$ cat config.mk
export PLATFORM = sky130hd
export DESIGN_NAME = serial_audio_port
export DESIGN_NICKNAME = d
export VERILOG_FILES = /design/src/rtl/sap_pkg.sv /design/src/rtl/sap_edge_sync.sv /design/src/rtl/sap_rx_deframer.sv /design/src/rtl/sap_tx_framer.sv /design/src/rtl/serial_audio_port.sv
export SDC_FILE = /design/constraint.sdc
export NUM_CORES = 1
export LEC_CHECK = 0
export BUFFER_PORTS_ARGS = -buffer_cell sky130_fd_sc_hd__buf_4
export CORE_MARGIN = 4
export CORE_UTILIZATION = 50
export DETAILED_ROUTE_END_ITERATION = 12
export PLACE_DENSITY_LB_ADDON = 0.2
export SKIP_CTS_REPAIR_TIMING = 1
export SLEW_MARGIN = 20
export SYNTH_ARGS = -nofsm -noshare
export SYNTH_HDL_FRONTEND = slang
export SYNTH_SLANG_ARGS = --single-unit
export TNS_END_PERCENT = 10
$ cat constraint.sdc
create_clock -name clk -period 5.85 [get_ports clk]
set_input_delay 1.17 -clock clk [delete_from_list [all_inputs] [get_ports clk]]
set_output_delay 1.17 -clock clk [all_outputs]
set_load 0.1 [all_outputs]
$ cat src/rtl/sap_pkg.sv
package sap_pkg;

  localparam int SAP_WORD_W_DEF = 20;

  typedef enum logic [1:0] {
    FMT_I2S  = 2'd0,
    FMT_MSBJ = 2'd1,
    FMT_LSBJ = 2'd2,
    FMT_ALT  = 2'd3
  } sap_fmt_e;

  // Word length selected for right-justified framing
  function automatic int lsb_len_bits(input logic [1:0] code);
    case (code)
      2'd0:    return 16;
      2'd1:    return 18;
      default: return 20;
    endcase
  endfunction

  // Index inside the word of a given slot for left-anchored framings
  function automatic int left_anchor_index(input sap_fmt_e f, input int slot);
    return (f == FMT_I2S) ? slot - 1 : slot;
  endfunction

endpackage

$ cat src/rtl/sap_edge_sync.sv
module sap_edge_sync #(
  parameter int STAGES = 2
) (
  input  logic clk,
  input  logic rst_n,
  input  logic bck_i,
  input  logic ws_i,
  input  logic sd_i,
  output logic bck_rise,
  output logic bck_fall,
  output logic ws_s,
  output logic sd_s
);

  logic [2:0] tap [STAGES+1];
  logic       bck_last;

  assign tap[0] = {bck_i, ws_i, sd_i};

  for (genvar g = 0; g < STAGES; g++) begin : g_stage
    logic [2:0] stage_q;
    always_ff @(posedge clk or negedge rst_n) begin
      if (!rst_n) stage_q <= '0;
      else        stage_q <= tap[g];
    end
    assign tap[g+1] = stage_q;
  end

  always_ff @(posedge clk or negedge rst_n) begin
    if (!rst_n) bck_last <= 1'b0;
    else        bck_last <= tap[STAGES][2];
  end

  assign bck_rise = tap[STAGES][2] & ~bck_last;
  assign bck_fall = ~tap[STAGES][2] & bck_last;
  assign ws_s     = tap[STAGES][1];
  assign sd_s     = tap[STAGES][0];

endmodule

$ cat src/rtl/sap_rx_deframer.sv
module sap_rx_deframer
  import sap_pkg::*;
#(
  parameter int WORD_W = SAP_WORD_W_DEF,
  parameter int CNT_W  = 6
) (
  input  logic              clk,
  input  logic              rst_n,
  input  logic              rise,
  input  logic              ws,
  input  logic              sd,
  input  sap_fmt_e          fmt,
  input  logic [1:0]        len_code,
  output logic [WORD_W-1:0] rx_left,
  output logic [WORD_W-1:0] rx_right,
  output logic              rx_valid
);

  localparam logic [CNT_W-1:0] POS_MAX = '1;

  logic              synced, ws_prev;
  logic [CNT_W-1:0]  pos, pos_nxt;
  logic [WORD_W-1:0] acc, acc_nxt, shreg, done_word;
  logic              new_half;

  function automatic logic [WORD_W-1:0] right_align_to_left(
    input logic [WORD_W-1:0] s, input int n);
    if (n >= WORD_W) return s;
    return s << (WORD_W - n);
  endfunction

  always_comb begin
    int k;
    new_half = !synced || (ws != ws_prev);
    if (new_half)            pos_nxt = '0;
    else if (pos != POS_MAX) pos_nxt = pos + 1'b1;
    else                     pos_nxt = pos;
    acc_nxt = new_half ? '0 : acc;
    k = left_anchor_index(fmt, int'(pos_nxt));
    for (int i = 0; i < WORD_W; i++) begin
      if (k >= 0 && k < WORD_W && i == WORD_W - 1 - k) acc_nxt[i] = sd;
    end
    done_word = (fmt == FMT_LSBJ) ? right_align_to_left(shreg, lsb_len_bits(len_code))
                                  : acc;
  end

  always_ff @(posedge clk or negedge rst_n) begin
    if (!rst_n) begin
      synced   <= 1'b0;
      ws_prev  <= 1'b0;
      pos      <= '0;
      acc      <= '0;
      shreg    <= '0;
      rx_left  <= '0;
      rx_right <= '0;
      rx_valid <= 1'b0;
    end else begin
      rx_valid <= 1'b0;
      if (rise) begin
        synced  <= 1'b1;
        ws_prev <= ws;
        pos     <= pos_nxt;
        acc     <= acc_nxt;
        shreg   <= {shreg[WORD_W-2:0], sd};
        if (new_half && synced) begin
          if (!ws_prev) rx_left <= done_word;
          else begin
            rx_right <= done_word;
            rx_valid <= 1'b1;
          end
        end
      end
    end
  end

endmodule

$ cat src/rtl/sap_tx_framer.sv
module sap_tx_framer
  import sap_pkg::*;
#(
  parameter int WORD_W = SAP_WORD_W_DEF,
  parameter int CNT_W  = 6
) (
  input  logic              clk,
  input  logic              rst_n,
  input  logic              fall,
  input  logic              ws,
  input  sap_fmt_e          fmt,
  input  logic [1:0]        len_code,
  input  logic [WORD_W-1:0] tx_left,
  input  logic [WORD_W-1:0] tx_right,
  output logic              sdata_o,
  output logic              tx_gap
);

  localparam logic [CNT_W-1:0] POS_MAX = '1;

  logic              synced, ws_prev;
  logic [CNT_W-1:0]  pos, pos_nxt;
  logic [CNT_W:0]    slot_len, slot_eff;
  logic [WORD_W-1:0] shadow_l, shadow_r, word;
  logic              new_half, bit_out;

  // Word index for a slot; -1 marks a slot outside the word
  function automatic int tx_index(input sap_fmt_e f, input int slot,
                                  input int half_len, input int n);
    if (f == FMT_LSBJ) begin
      if (half_len == 0) return -1;
      return slot - (half_len - n);
    end
    return left_anchor_index(f, slot);
  endfunction

  always_comb begin
    int k, wlen;
    new_half = !synced || (ws != ws_prev);
    if (new_half)            pos_nxt = '0;
    else if (pos != POS_MAX) pos_nxt = pos + 1'b1;
    else                     pos_nxt = pos;
    slot_eff = (new_half && synced) ? {1'b0, pos} + 1'b1 : slot_len;
    word     = ws ? shadow_r : (new_half ? tx_left : shadow_l);
    wlen     = (fmt == FMT_LSBJ) ? lsb_len_bits(len_code) : WORD_W;
    if (wlen > WORD_W) wlen = WORD_W;
    k        = tx_index(fmt, int'(pos_nxt), int'(slot_eff), wlen);
    tx_gap   = !(k >= 0 && k < wlen);
    bit_out  = 1'b0;
    for (int i = 0; i < WORD_W; i++) begin
      if (!tx_gap && i == WORD_W - 1 - k) bit_out = word[i];
    end
  end

  always_ff @(posedge clk or negedge rst_n) begin
    if (!rst_n) begin
      synced   <= 1'b0;
      ws_prev  <= 1'b0;
      pos      <= '0;
      slot_len <= '0;
      shadow_l <= '0;
      shadow_r <= '0;
      sdata_o  <= 1'b0;
    end else if (fall) begin
      synced  <= 1'b1;
      ws_prev <= ws;
      pos     <= pos_nxt;
      if (new_half && synced) slot_len <= {1'b0, pos} + 1'b1;
      if (new_half && !ws) begin
        shadow_l <= tx_left;
        shadow_r <= tx_right;
      end
      sdata_o <= bit_out;
    end
  end

endmodule

$ cat src/rtl/serial_audio_port.sv
module serial_audio_port
  import sap_pkg::*;
#(
  parameter int WORD_W      = SAP_WORD_W_DEF,
  parameter int CNT_W       = 6,
  parameter int SYNC_STAGES = 2
) (
  input  logic              clk,
  input  logic              rst_n,
  input  logic [1:0]        fmt_sel,
  input  logic [1:0]        len_sel,
  input  logic              bck_i,
  input  logic              ws_i,
  input  logic              sdata_i,
  output logic [WORD_W-1:0] rx_left,
  output logic [WORD_W-1:0] rx_right,
  output logic              rx_valid,
  input  logic [WORD_W-1:0] tx_left,
  input  logic [WORD_W-1:0] tx_right,
  output logic              sdata_o
);

  sap_fmt_e fmt;
  logic     rise_evt, fall_evt, ws_s, sd_s, tx_gap;

  assign fmt = sap_fmt_e'(fmt_sel);

  sap_edge_sync #(.STAGES(SYNC_STAGES)) u_sync (
    .clk(clk), .rst_n(rst_n), .bck_i(bck_i), .ws_i(ws_i), .sd_i(sdata_i),
    .bck_rise(rise_evt), .bck_fall(fall_evt), .ws_s(ws_s), .sd_s(sd_s)
  );

  sap_rx_deframer #(.WORD_W(WORD_W), .CNT_W(CNT_W)) u_rx (
    .clk(clk), .rst_n(rst_n), .rise(rise_evt), .ws(ws_s), .sd(sd_s),
    .fmt(fmt), .len_code(len_sel),
    .rx_left(rx_left), .rx_right(rx_right), .rx_valid(rx_valid)
  );

  sap_tx_framer #(.WORD_W(WORD_W), .CNT_W(CNT_W)) u_tx (
    .clk(clk), .rst_n(rst_n), .fall(fall_evt), .ws(ws_s),
    .fmt(fmt), .len_code(len_sel),
    .tx_left(tx_left), .tx_right(tx_right),
    .sdata_o(sdata_o), .tx_gap(tx_gap)
  );

endmodule

==> results.toml <==
[drt]
drt-total-wl_um = 23200
via_per_inst = 5.91
wl_per_cell_um = 17.8
drtAntennaViolNets = 0
route.vias.total = 7701
route.detailed.drc = 0
drt-pass1-iter-count = 6
drtIter0Drc = 545

[setup_path]
worst-path-max-fanout = 13
required_ns = 6.20
setup.worst_path.class = "reg -> reg"
start_kind = "flip-flop"
crit_path_end_kind = "flip-flop"
critical_path.startpoint = "u_tx.pos[0]$_DFFE_PN0P_"
cp.arrival_ns = 5.62
r2r-start = "u_tx.pos[0]$_DFFE_PN0P_"

[logic_synthesis]
synth_top_cell_by_area = "dfrtp_1"
yosysWarnings = 0
synthTopCellsByArea = "dfrtp_1 (42%), nand2_1 (7.0%), mux2_2 (6.3%)"
synth_edf_count = 0
synth_xor_xnor_area_share = 0.0126
async_flop_share = 1.00
synthesis.nets = 1073
synth.avg_cell_area_um2 = 9.07
synth_area_um2 = 9060
synth_top_family_by_area = "simple AND/OR/NAND/NOR gates"
yosysUniqueCellTypes = 87
yosysSeqAreaShare = 0.420
synth_compound_area_frac = 0.198
synth_fa_ha_area_frac = 0.0378
synth-seq-cells = 152
synth_top_area_frac = 0.420
netlist_instances = 999
synth_simple_gate_area_frac = 0.199
muxShareOfSynthArea = 0.0965
synthFlopType = "dfrtp_1"

[run_status]
outcome = "completed"

[timing]
period_minus_slack_ns = 5.27
final.setup.tns_ns = 0
relSlewSlack = 0.398
rsz0062_at_grt = "no"
hold_viol = 0
finalCritPeriodShare = 0.900
setup_violations = 0
fmax_ghz = 0.190
tightest_slew_ns = 0.896
maxSlewViolCount = 0
holdWs_ns = 0.353
finClkSkew_ns = 0.00647

[place]
dpl.hpwl_um = 16700
dpl.cell_count = 1272
place_congestion = 0.944
portBuffers = 90

[flow_run]
drv_cap = 0

[clocking]
clk_path_buf_depth = 2
cts-root-buf = "clkbuf_16"
htree_levels = 4
cts_sinks = 152
clk_pin_slew_worst_paths_ns = 0.07
cts_tree = "yes"
clk_latency_ns = 0.43
cts_inserted_buffers = 17

[floorplanning]
core_um2 = 17500
io_pins = 91
die_y_um = 143
die_x_um = 143
initial_core_util = 0.517
die_area_um2 = 20300
core.rowCount = 48

[cells_and_area]
antennaDiodeCount = 0
fill_cells = 1560
stdcell_count = 1304
syn_to_final_growth_pct = 16.3
nNetsFinal = 1140
layout-drive-gt1-share = 0.209

[power]
power_density_nw_per_um2 = 476
vdd_ir_drop_max_v = 0.000500
cellLeakagePower_nw = 4.63

[min_path]
hold_path.class = "reg -> reg"
hp-start = "u_sync.g_stage[0].stage_q[2]$_DFF_PN0_"

[global_routing]
overflow = 0
grt_start_max_net_pins = 67
grt_pass1_vias = 7198
track_usage = 0.234
grt_first_pass_wirelength_um = 37900
antenna_found_initial = 0
-- where the power goes --
group          internal, mW  switching, mW
Combinational         0.701           1.55
Sequential             1.36          0.239
Clock                 0.688          0.489
-- final cells by class --
| type | count | area [µm²] | share of cell area |
|---|---|---|---|
| well taps | 225 | 282 | 0.0267 |
| multi-input cells | 767 | 4940 | 0.469 |
| repair buffers | 106 | 800 | 0.0758 |
| clock inverters | 15 | 206 | 0.0196 |
| inverters | 22 | 82.6 | 0.00783 |
| flip-flops and latches | 152 | 3800 | 0.361 |
| clock buffers | 17 | 425 | 0.0404 |
-- path summary, 6_finish.rpt --
check	cells after the start	slack, ns	end
max	19	0.58	u_tx.sdata_o$_DFFE_PN0P_
max reg2reg	19	0.58	u_tx.sdata_o$_DFFE_PN0P_
min	0	0.35	u_sync.g_stage[1].stage_q[2]$_DFF_PN0_
min in group asynchronous	1	0.59	u_tx.shadow_l[9]$_DFFE_PN0P_
min reg2reg	0	0.35	u_sync.g_stage[1].stage_q[2]$_DFF_PN0_
max in group asynchronous	2	4.15	u_rx.acc[0]$_DFFE_PN0P_
-- layout by cell type (no fill, tap or decap), types with 8 or more instances in the layout --
master,Yosys,routed
nand2_1,169,169
nor3_1,14,12
mux2_2,51,51
dfrtp_1,152,152
mux2i_1,30,30
a2111o_1,8,8
nand4_1,9,9
inv_1,22,22
a22o_1,17,17
nand3_1,21,21
buf_4,2,105
a21oi_1,104,104
nor2_1,102,101
a31o_1,16,16
o21ai_0,44,44
ha_1,21,21
clkbuf_16,0,17
-- cell usage after synthesis (4+ instances only) --
| cell type | instances |
|---|---|
| nand2_1 | 169 |
| dfrtp_1 | 152 |
| a21oi_1 | 104 |
| nor2_1 | 102 |
| mux2_2 | 51 |
| o21ai_0 | 44 |
| clkbuf_1 | 42 |
| mux2i_1 | 30 |
| inv_1 | 22 |
| ha_1 | 21 |
| nand3_1 | 21 |
| a22o_1 | 17 |
| a31o_1 | 16 |
| nor3_1 | 14 |
| nand4_1 | 9 |
| a2111o_1 | 8 |
| nand2b_1 | 8 |
| and3_1 | 7 |
| o211ai_1 | 7 |
| xnor2_1 | 7 |
| buf_2 | 6 |
| xor2_1 | 6 |
| a21o_1 | 5 |
| a22oi_1 | 5 |
| a31o_2 | 5 |
| and2_1 | 5 |
| nor2b_1 | 5 |
| o2111ai_1 | 5 |
| o21a_1 | 5 |
| or2_2 | 5 |
| buf_1 | 4 |
| fa_1 | 4 |
| nor4_4 | 4 |
| or3_1 | 4 |
-- state kept, by name (all words and copies together), names as in the netlist --
name / count
u_tx.pos: 6
u_tx.shadow_l: 20
u_sync.bck_last: 1
u_rx.rx_valid: 1
u_rx.synced: 1
u_rx.ws_prev: 1
u_rx.acc: 20
u_sync.g_stage.stage_q: 6
u_rx.shreg: 20
u_tx.slot_len: 7
u_tx.shadow_r: 20
u_tx.ws_prev: 1
u_rx.rx_right: 20
u_rx.rx_left: 20
u_rx.pos: 6
u_tx.synced: 1
u_tx.sdata_o: 1
-- logic make-up after synthesis --
family,after synthesis
flip-flops,152
buffers and inverters,80
adder cells (fa/ha/maj),25
multiplexers,81
XOR/XNOR,13
AND/OR/NAND/NOR,382
AO/OA/AOI/OAI,266
-- per-layer routing --
metal | track usage | routed length, µm | vias up
met3 | 0.0459 | 1280 | 42
met4 | 0.0840 | 516 | 0
met1 | 0.334 | 10800 | 3696
met5 | 0 | 0 | -
met2 | 0.356 | 10600 | 237
li1 | - | - | 3726
-- metrics by stage --
| stage | util | area (µm²) | worst slack (ns) | power (mW) |
|---|---|---|---|---|
| floorplan | - | 9060 | 0.867 | 3.31 |
| global placement | 0.565 | 9910 | 0.487 | 3.82 |
| detailed placement | 0.565 | 9910 | 0.455 | 3.85 |
| CTS | 0.601 | 10500 | 0.631 | 5.04 |
| global route | 0.601 | 10500 | 0.177 | 5.30 |
| finish | 0.601 | 10500 | 0.584 | 5.02 |
-- worst max-delay path: stages, from the launching register on --
cell	delay, ns
dfrtp_1	0.55
ha_1	0.43
nand2_1	0.20
o21ai_0	0.40
nand2_1	0.10
nand2_1	0.17
fa_1	0.43
inv_1	0.07
ha_1	0.17
nand3_1	0.10
a21boi_0	0.20
o21ai_0	0.10
nand2b_1	0.10
inv_1	0.06
fa_1	0.36
o41ai_1	0.66
o211ai_1	0.28
or2_2	0.35
a2111o_1	0.29
a32oi_1	0.19
Power figures use the tool's default switching activity.
